===== src/rtl/hlm_pkg.sv =====
package hlm_pkg;
   typedef enum logic [1:0] {
      HK_OFF   = 2'd0,
      HK_PUTC  = 2'd1,
      HK_KBD   = 2'd2,
      HK_OTHER = 2'd3
   } hlm_kind_e;
endpackage


===== src/rtl/hlm_decode.sv =====
module hlm_decode
   import hlm_pkg::*;
#(
   parameter int          REG_W    = 64,
   parameter int          FIELD_W  = 8,
   parameter logic [7:0]  DEV_CON  = 8'd1,
   parameter logic [7:0]  CMD_PUTC = 8'd1,
   parameter logic [7:0]  CMD_KBD  = 8'd0
) (
   input  logic [REG_W-1:0] value,
   output hlm_kind_e        kind
);
   localparam int DEV_HI = REG_W - 1;
   localparam int CMD_HI = REG_W - 1 - FIELD_W;

   logic [FIELD_W-1:0] dev_f, cmd_f;
   logic               is_con;

   assign dev_f  = value[DEV_HI -: FIELD_W];
   assign cmd_f  = value[CMD_HI -: FIELD_W];
   assign is_con = (dev_f == FIELD_W'(DEV_CON));

   always_comb begin
      if (value == REG_W'(1))
         kind = HK_OFF;
      else if (is_con && cmd_f == FIELD_W'(CMD_PUTC))
         kind = HK_PUTC;
      else if (is_con && cmd_f == FIELD_W'(CMD_KBD))
         kind = HK_KBD;
      else
         kind = HK_OTHER;
   end
endmodule


===== src/rtl/hlm_regs.sv =====
module hlm_regs #(
   parameter int ADDR_W = 5,
   parameter int DATA_W = 32,
   parameter int REG_W  = 64
) (
   input  logic              clk,
   input  logic              rst_n,
   input  logic              wr_en,
   input  logic [ADDR_W-1:0] wr_addr,
   input  logic [DATA_W-1:0] wr_data,
   input  logic [ADDR_W-1:0] rd_addr,
   output logic [DATA_W-1:0] rd_data,
   input  logic              block_th,
   input  logic              clr_th,
   input  logic              ack_ld,
   input  logic [REG_W-1:0]  ack_val,
   output logic [REG_W-1:0]  tohost_q,
   output logic [REG_W-1:0]  fromhost_q,
   output logic              commit,
   output logic [REG_W-1:0]  commit_val
);
   localparam int NW    = REG_W / DATA_W;
   localparam int NSLOT = 2 * NW;
   localparam int IX_W  = ADDR_W - 2;

   if (REG_W % DATA_W != 0) begin : g_bad_ratio
      $error("REG_W must be a multiple of DATA_W");
   end
   if (NSLOT > (1 << IX_W)) begin : g_bad_addr
      $error("ADDR_W too narrow for both registers");
   end

   logic [IX_W-1:0]  wr_ix, rd_ix;
   logic             wr_al, rd_al;
   logic [NW-1:0]    th_hit, fh_hit;
   logic [REG_W-1:0] th_merge, fh_merge;
   logic [DATA_W-1:0] slot [NSLOT];

   assign wr_ix = wr_addr[ADDR_W-1:2];
   assign rd_ix = rd_addr[ADDR_W-1:2];
   assign wr_al = (wr_addr[1:0] == 2'b00);
   assign rd_al = (rd_addr[1:0] == 2'b00);

   for (genvar g = 0; g < NW; g++) begin : g_word
      assign th_hit[g] = wr_en && wr_al && !block_th && (wr_ix == IX_W'(g));
      assign fh_hit[g] = wr_en && wr_al && (wr_ix == IX_W'(NW + g));
      assign slot[g]      = tohost_q[g*DATA_W +: DATA_W];
      assign slot[NW + g] = fromhost_q[g*DATA_W +: DATA_W];
   end

   always_comb begin
      th_merge = tohost_q;
      fh_merge = fromhost_q;
      for (int k = 0; k < NW; k++) begin
         if (th_hit[k]) th_merge[k*DATA_W +: DATA_W] = wr_data;
         if (fh_hit[k]) fh_merge[k*DATA_W +: DATA_W] = wr_data;
      end
   end

   assign commit     = th_hit[NW-1];
   assign commit_val = th_merge;

   always_comb begin
      rd_data = '0;
      for (int k = 0; k < NSLOT; k++)
         if (rd_al && rd_ix == IX_W'(k)) rd_data = slot[k];
   end

   always_ff @(posedge clk) begin
      if (!rst_n) begin
         tohost_q   <= '0;
         fromhost_q <= '0;
      end else begin
         tohost_q   <= clr_th ? '0 : th_merge;
         fromhost_q <= ack_ld ? ack_val : fh_merge;
      end
   end

   // to-host frozen while a byte waits and is not taken
   a_r8_tohost_frozen: assert property (@(posedge clk) disable iff (!rst_n)
      (block_th && !clr_th) |=> $stable(tohost_q));
   // a misaligned write leaves both registers alone
   a_r4_misaligned_ignored: assert property (@(posedge clk) disable iff (!rst_n)
      (wr_en && !wr_al && !clr_th && !ack_ld) |=> ($stable(tohost_q) && $stable(fromhost_q)));
endmodule


===== src/rtl/hlm_console.sv =====
module hlm_console #(
   parameter int BYTE_W = 8
) (
   input  logic              clk,
   input  logic              rst_n,
   input  logic              load,
   input  logic [BYTE_W-1:0] load_byte,
   input  logic              ready,
   output logic              valid,
   output logic [BYTE_W-1:0] byte_o,
   output logic              accept
);
   logic              pend_q;
   logic [BYTE_W-1:0] byte_q;

   assign valid  = pend_q;
   assign byte_o = byte_q;
   assign accept = pend_q && ready;

   always_ff @(posedge clk) begin
      if (!rst_n) begin
         pend_q <= 1'b0;
         byte_q <= '0;
      end else if (load) begin
         pend_q <= 1'b1;
         byte_q <= load_byte;
      end else if (accept) begin
         pend_q <= 1'b0;
      end
   end

   // stalled byte holds
   a_r8_hold_stream: assert property (@(posedge clk) disable iff (!rst_n)
      (valid && !ready) |=> (valid && $stable(byte_o)));
   // load is seen one cycle later
   a_r6_valid_after_load: assert property (@(posedge clk) disable iff (!rst_n)
      load |=> (valid && byte_o == $past(load_byte)));
endmodule


===== src/rtl/hostlink_mbox.sv =====
module hostlink_mbox
   import hlm_pkg::*;
#(
   parameter int         ADDR_W   = 5,
   parameter int         DATA_W   = 32,
   parameter int         REG_W    = 64,
   parameter int         FIELD_W  = 8,
   parameter logic [7:0] DEV_CON  = 8'd1,
   parameter logic [7:0] CMD_PUTC = 8'd1,
   parameter logic [7:0] CMD_KBD  = 8'd0
) (
   input  logic              clk,
   input  logic              rst_n,
   input  logic              bus_wr,
   input  logic [ADDR_W-1:0] bus_addr,
   input  logic [DATA_W-1:0] bus_wdata,
   input  logic [ADDR_W-1:0] bus_raddr,
   output logic [DATA_W-1:0] bus_rdata,
   output logic              con_valid,
   input  logic              con_ready,
   output logic [7:0]        con_byte,
   output logic              halt,
   output logic              bad_cmd
);
   localparam int TAG_W = 2 * FIELD_W;

   if (DATA_W < 8 || TAG_W > REG_W) begin : g_bad_width
      $error("register too narrow for byte and command fields");
   end

   logic             commit, accept, clr_th, putc_go;
   logic [REG_W-1:0] tohost_q, fromhost_q, commit_val, ack_val;
   hlm_kind_e        kind;

   hlm_regs #(.ADDR_W(ADDR_W), .DATA_W(DATA_W), .REG_W(REG_W)) u_regs (
      .clk(clk), .rst_n(rst_n),
      .wr_en(bus_wr), .wr_addr(bus_addr), .wr_data(bus_wdata),
      .rd_addr(bus_raddr), .rd_data(bus_rdata),
      .block_th(con_valid), .clr_th(clr_th),
      .ack_ld(accept), .ack_val(ack_val),
      .tohost_q(tohost_q), .fromhost_q(fromhost_q),
      .commit(commit), .commit_val(commit_val)
   );

   hlm_decode #(.REG_W(REG_W), .FIELD_W(FIELD_W), .DEV_CON(DEV_CON),
                .CMD_PUTC(CMD_PUTC), .CMD_KBD(CMD_KBD)) u_dec (
      .value(commit_val), .kind(kind)
   );

   hlm_console #(.BYTE_W(8)) u_con (
      .clk(clk), .rst_n(rst_n),
      .load(putc_go), .load_byte(commit_val[7:0]),
      .ready(con_ready), .valid(con_valid), .byte_o(con_byte),
      .accept(accept)
   );

   assign putc_go = commit && (kind == HK_PUTC);
   assign clr_th  = accept || (commit && kind == HK_KBD);
   assign ack_val = {tohost_q[REG_W-1 -: TAG_W], {(REG_W-TAG_W){1'b0}}};

   always_ff @(posedge clk) begin
      if (!rst_n) begin
         halt    <= 1'b0;
         bad_cmd <= 1'b0;
      end else begin
         if (commit && kind == HK_OFF) halt <= 1'b1;
         bad_cmd <= commit && (kind == HK_OTHER);
      end
   end

   // halt never drops once set
   a_r5_halt_sticky: assert property (@(posedge clk) disable iff (!rst_n)
      halt |=> halt);
   // the unsupported pulse always follows a commit
   a_r10_bad_after_commit: assert property (@(posedge clk) disable iff (!rst_n)
      bad_cmd |-> $past(commit));
   // acknowledgment echoes device and command, to-host cleared
   a_r7_ack_echo: assert property (@(posedge clk) disable iff (!rst_n)
      accept |=> (tohost_q == '0 &&
                  fromhost_q[REG_W-1 -: TAG_W] == $past(tohost_q[REG_W-1 -: TAG_W]) &&
                  fromhost_q[REG_W-TAG_W-1:0] == '0));
endmodule


===== config.mk =====
export PLATFORM = sky130hd
export DESIGN_NAME = hostlink_mbox
export DESIGN_NICKNAME = d
export VERILOG_FILES = /design/src/rtl/hlm_pkg.sv /design/src/rtl/hlm_decode.sv /design/src/rtl/hlm_regs.sv /design/src/rtl/hlm_console.sv /design/src/rtl/hostlink_mbox.sv
export SDC_FILE = /design/constraint.sdc
export NUM_CORES = 1
export LEC_CHECK = 0
export BUFFER_PORTS_ARGS = -buffer_cell sky130_fd_sc_hd__buf_2
export CAP_MARGIN = 10
export CORE_AREA = 2 2 130 132
export CTS_CLUSTER_DIAMETER = 100
export DETAILED_ROUTE_END_ITERATION = 10
export DIE_AREA = 0 0 132 134
export GPL_ROUTABILITY_DRIVEN = 0
export GPL_TIMING_DRIVEN = 0
export MAX_ROUTING_LAYER = met4
export PLACE_DENSITY = 0.55
export SYNTH_ARGS = -nofsm -noshare
export SYNTH_HDL_FRONTEND = slang
export SYNTH_SLANG_ARGS = --single-unit
export TNS_END_PERCENT = 20

===== constraint.sdc =====
create_clock -name clk -period 2 [get_ports clk]
set_clock_uncertainty 0.15 [all_clocks]
set_input_delay 0.1 -clock clk [delete_from_list [all_inputs] [get_ports clk]]
set_output_delay 0.1 -clock clk [all_outputs]
set_load 0.02 [all_outputs]

* Yosys cells after proc, flatten, opt, wreduce, memory -nomap -nowiden
Cells that the tools add are included.
W data, S select, Z words.
** Cells by class
- Bitwise operators :: 1
- Reduce and logical (&&, ||, !) cells :: 29
- Multiplexer cells :: 14
- Eq/ne operators :: 12
** Operators with widths (count)
- $mux W32 :: 8
- $eq A64 B1 Y1 const B :: 1
- $mux W64 :: 1
- $logic_and A1 B1 Y1 :: 17
- $eq A8 B1 Y1 const B :: 2
- $eq A3 B2 Y1 const B :: 4
- $logic_not A8 Y1 :: 1
- $eq A3 B1 Y1 const B :: 2
- $logic_not A2 Y1 :: 3
- $logic_not A3 Y1 :: 2
- $eq A2 B2 Y1 const B :: 2
- $mux W2 :: 2
- $reduce_bool A2 Y1 :: 2
- $reduce_or A2 Y1 :: 2
- $mux W1 :: 3
- $eq A2 B1 Y1 const B :: 1
- $logic_not A1 Y1 :: 1
- $logic_or A1 B1 Y1 :: 1
- $not A1 Y1 :: 1
** Storage, ports and cells
- Word-level logic and storage cells :: 64
- Bits of input ports :: 46
- Bits in registers :: 139
- Output and inout bits :: 43

* Depth between registers and ports, before layout
- Word-level depth :: 14
- Depth in mapped cells :: 8
- Gate-level depth less buffers :: 6

* Modules after synthesis
From an unflattened synthesis, not the netlist that was laid out.
** Second synthesis, totals
- Cells, all modules :: 876
- Area, all modules :: 7749.9 sq um
** By module, submodules not included
- hlm_regs :: cells an instance 808, instances 1, sequential area each 2562.5 sq um, area an instance 7130.6 sq um
- hlm_console :: cells an instance 29, instances 1, sequential area each 180.2 sq um, area an instance 341.6 sq um
- hlm_decode :: cells an instance 28, instances 1, sequential area each 0.0 sq um, area an instance 186.4 sq um
- hostlink_mbox :: cells an instance 11, instances 1, sequential area each 40.0 sq um, area an instance 91.3 sq um

* Worst setup path before layout
No wires, ideal clock.
- Path type :: register to register
- From :: reg u_con.pend_q (netlist: u_con.valid)
- To :: reg bad_cmd
- Cell stages (with the launch flop) :: 8
- Buffers on the path :: 1
- Setup time :: 134 ps
- Required time :: 1716 ps
- Setup slack :: 56 ps
- Period minus slack after synthesis :: 1944 ps
- Arrival :: 1660 ps
- Path through :: dfxtp_1 -> nor3_1 -> nand2_2 -> buf_6 -> nor4_4 -> o22ai_1 -> a2111oi_4 -> a31oi_1
** On the way
- Cells in the longest elaborated chain, start to end :: 11
- Elaborated cells on any way between the ends :: 17
- Those cells by class :: eq/ne (4); mux (5); reduce/logical (8)
** RTL lines
- start, declared :: line hlm_console.sv:13 : logic pend_q;
- start signal, assigned :: line hlm_console.sv:22 : pend_q <= 1'b0;
- start signal, assigned :: line hlm_console.sv:25 : pend_q <= 1'b1;
- start signal, assigned :: line hlm_console.sv:28 : pend_q <= 1'b0;
- $logic_not A1 Y1 * :: line hlm_regs.sv:45 : assign th_hit[g] = wr_en && wr_al && !block_th && (wr_ix == IX_W'(g));
- $logic_and A1 B1 Y1 * :: line hlm_regs.sv:45
- $logic_and A1 B1 Y1 :: line hlm_regs.sv:45
- $mux W32 :: line hlm_regs.sv:55 : if (th_hit[k]) th_merge[k*DATA_W +: DATA_W] = wr_data;
- $eq A8 B1 Y1 / $logic_not A8 Y1 (equally long branches) :: line hlm_decode.sv:21, hlm_decode.sv:28
- $logic_and A1 B1 Y1 :: line hlm_decode.sv:28 : else if (is_con && cmd_f == FIELD_W'(CMD_KBD))
- $mux W1 :: line hlm_decode.sv:28
- $mux W2 :: line hlm_decode.sv:26 : else if (is_con && cmd_f == FIELD_W'(CMD_PUTC))
- $mux W2 :: line hlm_decode.sv:24 : if (value == REG_W'(1))
- $eq A2 B2 Y1 :: line hostlink_mbox.sv:67 : bad_cmd <= commit && (kind == HK_OTHER);
- $logic_and A1 B1 Y1 * :: line hostlink_mbox.sv:67
- end signal, assigned :: line hostlink_mbox.sv:67
- end, declared :: line hostlink_mbox.sv:23 : output logic bad_cmd
Every way passes the cells marked *; elsewhere a longest branch is shown, timed or not.
A chain may end at the register's enable or synchronous reset.

* Worst setup path after layout
- From :: reg u_regs.tohost_q[5]
- To :: reg bad_cmd
** On the way
- Cells in the longest elaborated chain, start to end :: 5
** RTL lines
- start, declared :: line hlm_regs.sv:17 : output logic [REG_W-1:0] tohost_q,
- start signal, assigned :: line hlm_regs.sv:74 : tohost_q <= clr_th ? '0 : th_merge;
- $mux W32 :: line hlm_regs.sv:55
- $eq A64 B1 Y1 :: line hlm_decode.sv:24
- $mux W2 :: line hlm_decode.sv:24
- $eq A2 B2 Y1 :: line hostlink_mbox.sv:67
- $logic_and A1 B1 Y1 :: line hostlink_mbox.sv:67
No other way between the ends.

==> results.py <==
metrics = {
    "sta": {
        "hold_ws_ns": 0.0529,
        "tightest_slew_ns": 0.813,
        "drv_slew": 0,
        "tns_ns": -0.158,
        "finalSetupViolCount": 2,
        "period_needed_ns": 2.09,
        "fin_crit_sh_pct": 104,
        "worst_slack_ns": -0.0869,
        "rsz0062_at_grt": "true",
        "max_freq_ghz": 0.479,
        "hold_viol": 0,
        "maxSlewHeadroom_pct": 45.8,
    },
    "drt": {
        "viasPerCell": 5.57,
        "via_count": 6682,
        "antenna_left": 0,
        "totalWireLength_um": 25500,
        "routedWlPerCell_um": 21.3,
        "post-route-drc-count": 0,
        "dr.pass1.iters": 5,
        "first_iter_violations": 756,
    },
    "clock_network": {
        "cts_tree": "yes",
        "cts_buffer_depth": 2,
        "worstSkewPairLatency_ns": 0.42,
        "cts.htree.levels": 4,
        "cts.clk_slew.worst_paths_ns": 0.06,
        "cts_root_buffer": "clkbuf_16",
        "cts_made_buffers": 17,
        "cts.sinks": 139,
    },
    "floorplan": {
        "initial_core_util_pct": 39.4,
        "std_cell_rows": 47,
        "die_area_mm2": 0.0177,
        "die_h_um": 134,
        "die_w_um": 132,
        "ioPinCount": 89,
        "core_area_mm2": 0.0163,
    },
    "synthesis": {
        "synth_top_family_by_area": "simple AND/OR/NAND/NOR gates",
        "avgSynthCellArea_um2": 7.80,
        "ys_ff_latch": 139,
        "yosys-mux-area-fraction_pct": 6.71,
        "synth.cell_area_mm2": 0.00642,
        "synth.distinct_cells": 45,
        "synth_edf_count": 0,
        "seq_area_frac_synth_pct": 43.4,
        "ys_top_cells_by_count": "nand2_1, dfxtp_1, a21oi_1, clkbuf_1, mux2i_1",
        "yosys.area_share.simple_pct": 23.9,
        "synthAdderAreaFrac_pct": 0,
        "ys.flop_type": "dfxtp_1",
        "synth_warnings": 0,
        "yosysMostFrequentCell": "nand2_1",
        "syn-num-nets": 869,
        "yosysTopAreaCell": "dfxtp_1",
        "synthCells": 823,
        "synth_compound_area_share_pct": 21.9,
        "yosys-top-cells-area": "dfxtp_1, nand2_1, a21oi_1",
        "synth-xor-area-share_pct": 0,
        "synth_top_area_share_pct": 43.4,
        "async_flop_share_pct": 0,
    },
    "setup_path": {
        "cp.required_ns": 2.14,
        "critPathKind": "reg2reg",
        "endpoint_kind": "flop",
        "worst-path-max-fanout": 3,
        "worst_setup_path_start_kind": "flop",
        "critPathArrivalTime_ns": 2.23,
    },
    "final_layout": {
        "layoutNonFillerInstCount": 1200,
        "nFillCells": 1610,
        "multiInputGateArea_mm2": 0.00349,
        "nets": 1013,
        "insertedDiodeCount": 0,
        "post-route-util_pct": 51.0,
        "seqCellArea_mm2": 0.00279,
        "final_area_mm2": 0.00831,
        "area_delta_synth_final_pct": 29.4,
        "drive_above_1_share_pct": 18.3,
    },
    "placement": {
        "placed_cells": 1129,
        "dpl-instance-area_mm2": 0.00712,
        "port_buffers": 86,
        "dpl.hpwl_um": 17300,
        "pre_cts_ws_ns": -0.708,
    },
    "grt": {
        "grt_pass1_wl_um": 38600,
        "antenna_found_initial": 0,
        "grt_pass1_vias": 6405,
        "grt_max_degree": 17,
        "track_usage_pct": 29.9,
        "grt-ovfl-total": 0,
    },
    "job": {
        "maxCapViolCount": 0,
    },
    "run_status": {
        "violations": "negative setup slack",
        "outcome": "finished with violations",
    },
    "power": {
        "power.leakage_nw": 3.40,
        "powerDensity_mw_per_mm2": 794,
        "power_mw": 6.60,
        "ir_drop_uv": 553,
    },
    "worst_hold_path": {
        "hold_path_class": "in2reg",
    },
}
-- area by class of cell --
cell class / instances / share of cell area [%]
Timing Repair Buffer: 125 / 9.70
Sequential cell: 139 / 33.5
Inverter: 2 / 0.0904
Tap cell: 220 / 3.31
Multi-Input combinational cell: 620 / 42.0
Buffer: 62 / 4.10
Clock inverter: 12 / 1.76
Clock buffer: 20 / 5.50
-- state kept, by name (all words and copies together), names as in the netlist --
signal	flops
bad_cmd	1
halt	1
u_con.byte_o	8
u_regs.tohost_q	64
u_con.valid	1
u_regs.fromhost_q	64
-- where the power goes --
part / switching [mW] / internal (mW) / leakage (nW) / total (mW)
Combinational: 0.343 / 0.188 / 1.98 / 0.531
Sequential: 0.0153 / 2.79 / 1.12 / 2.80
Clock: 1.25 / 2.02 / 0.292 / 3.26
Total: 1.60 / 4.99 / 3.40 / 6.60
-- per-layer routing --
metal	global-route usage [%]	vias up	routed length, um
met2	44.3	283	11400
met4	11.8	0	807
met3	6.05	56	1990
met5	-	-	0
met1	40.2	3171	11300
li1	-	3172	-
-- final timing paths --
| path | from | end | slack (ns) | depth (start not counted) |
|---|---|---|---|---|
| worst max-delay path | u_regs.tohost_q[5]$_SDFF_PP0_ | bad_cmd$_SDFF_PN0_ | -0.09 | 6 |
| worst min-delay path | bus_wdata[29] | bad_cmd$_SDFF_PN0_ | 0.05 | 4 |
| worst max register to register | u_regs.tohost_q[5]$_SDFF_PP0_ | bad_cmd$_SDFF_PN0_ | -0.09 | 6 |
| worst min register to register | u_regs.fromhost_q[5]$_SDFFE_PP0P_ | u_regs.fromhost_q[5]$_SDFFE_PP0P_ | 0.30 | 2 |
-- cell usage in the layout (no fill, tap or decap), types with 3 or more instances in the layout --
master           count
nor4_2               3
nand4_1              3
bufinv_16            3
clkdlybuf4s15_2      4
clkbuf_16           17
clkinvlp_4           3
buf_4               10
nor3_1              11
clkbuf_8             3
dfxtp_2              3
clkinv_2             5
and2_1               5
mux2i_1             43
o21a_1              16
dlygate4sd3_1       33
o22ai_1             11
clkbuf_1            32
o211a_1             24
nor2_1              17
clkbuf_4             5
o21ai_0             30
dfxtp_1            136
a22oi_1              8
nor4_1               9
or3_1                4
nor4_4               4
nor3_4               3
nand3_1             23
buf_2               91
nand2_1            258
a221oi_1             7
clkbuf_2            10
a21oi_1            113
-- timing repair --
action | in CTS | in global routing
hold buffers | 33 | 0
gates resized for setup | 36 | 28
endpoints found under the hold margin | 127 | 0
setup buffers | 3 | 3
setup endpoints to repair | 113 | 136
cloned | 0 | 0
pin swaps | 2 | 8
-- cells by family (layout without fill, tap and decap cells) --
kind of cell | Yosys count | count (layout)
AO/OA/AOI/OAI | 222 | 222
buffers and inverters | 64 | 221
multiplexers | 43 | 43
flip-flops | 139 | 139
AND/OR/NAND/NOR | 355 | 355
-- worst max-delay path, cell delays in order, from the launching register on --
cell and delay (ns):
dfxtp_1 0.35, nor4_1 0.50, nand4_1 0.16, nor2_1 0.15, o22ai_2 0.09, a2111oi_4 0.42, a31oi_1 0.14
Power figures use the tool's default switching activity.
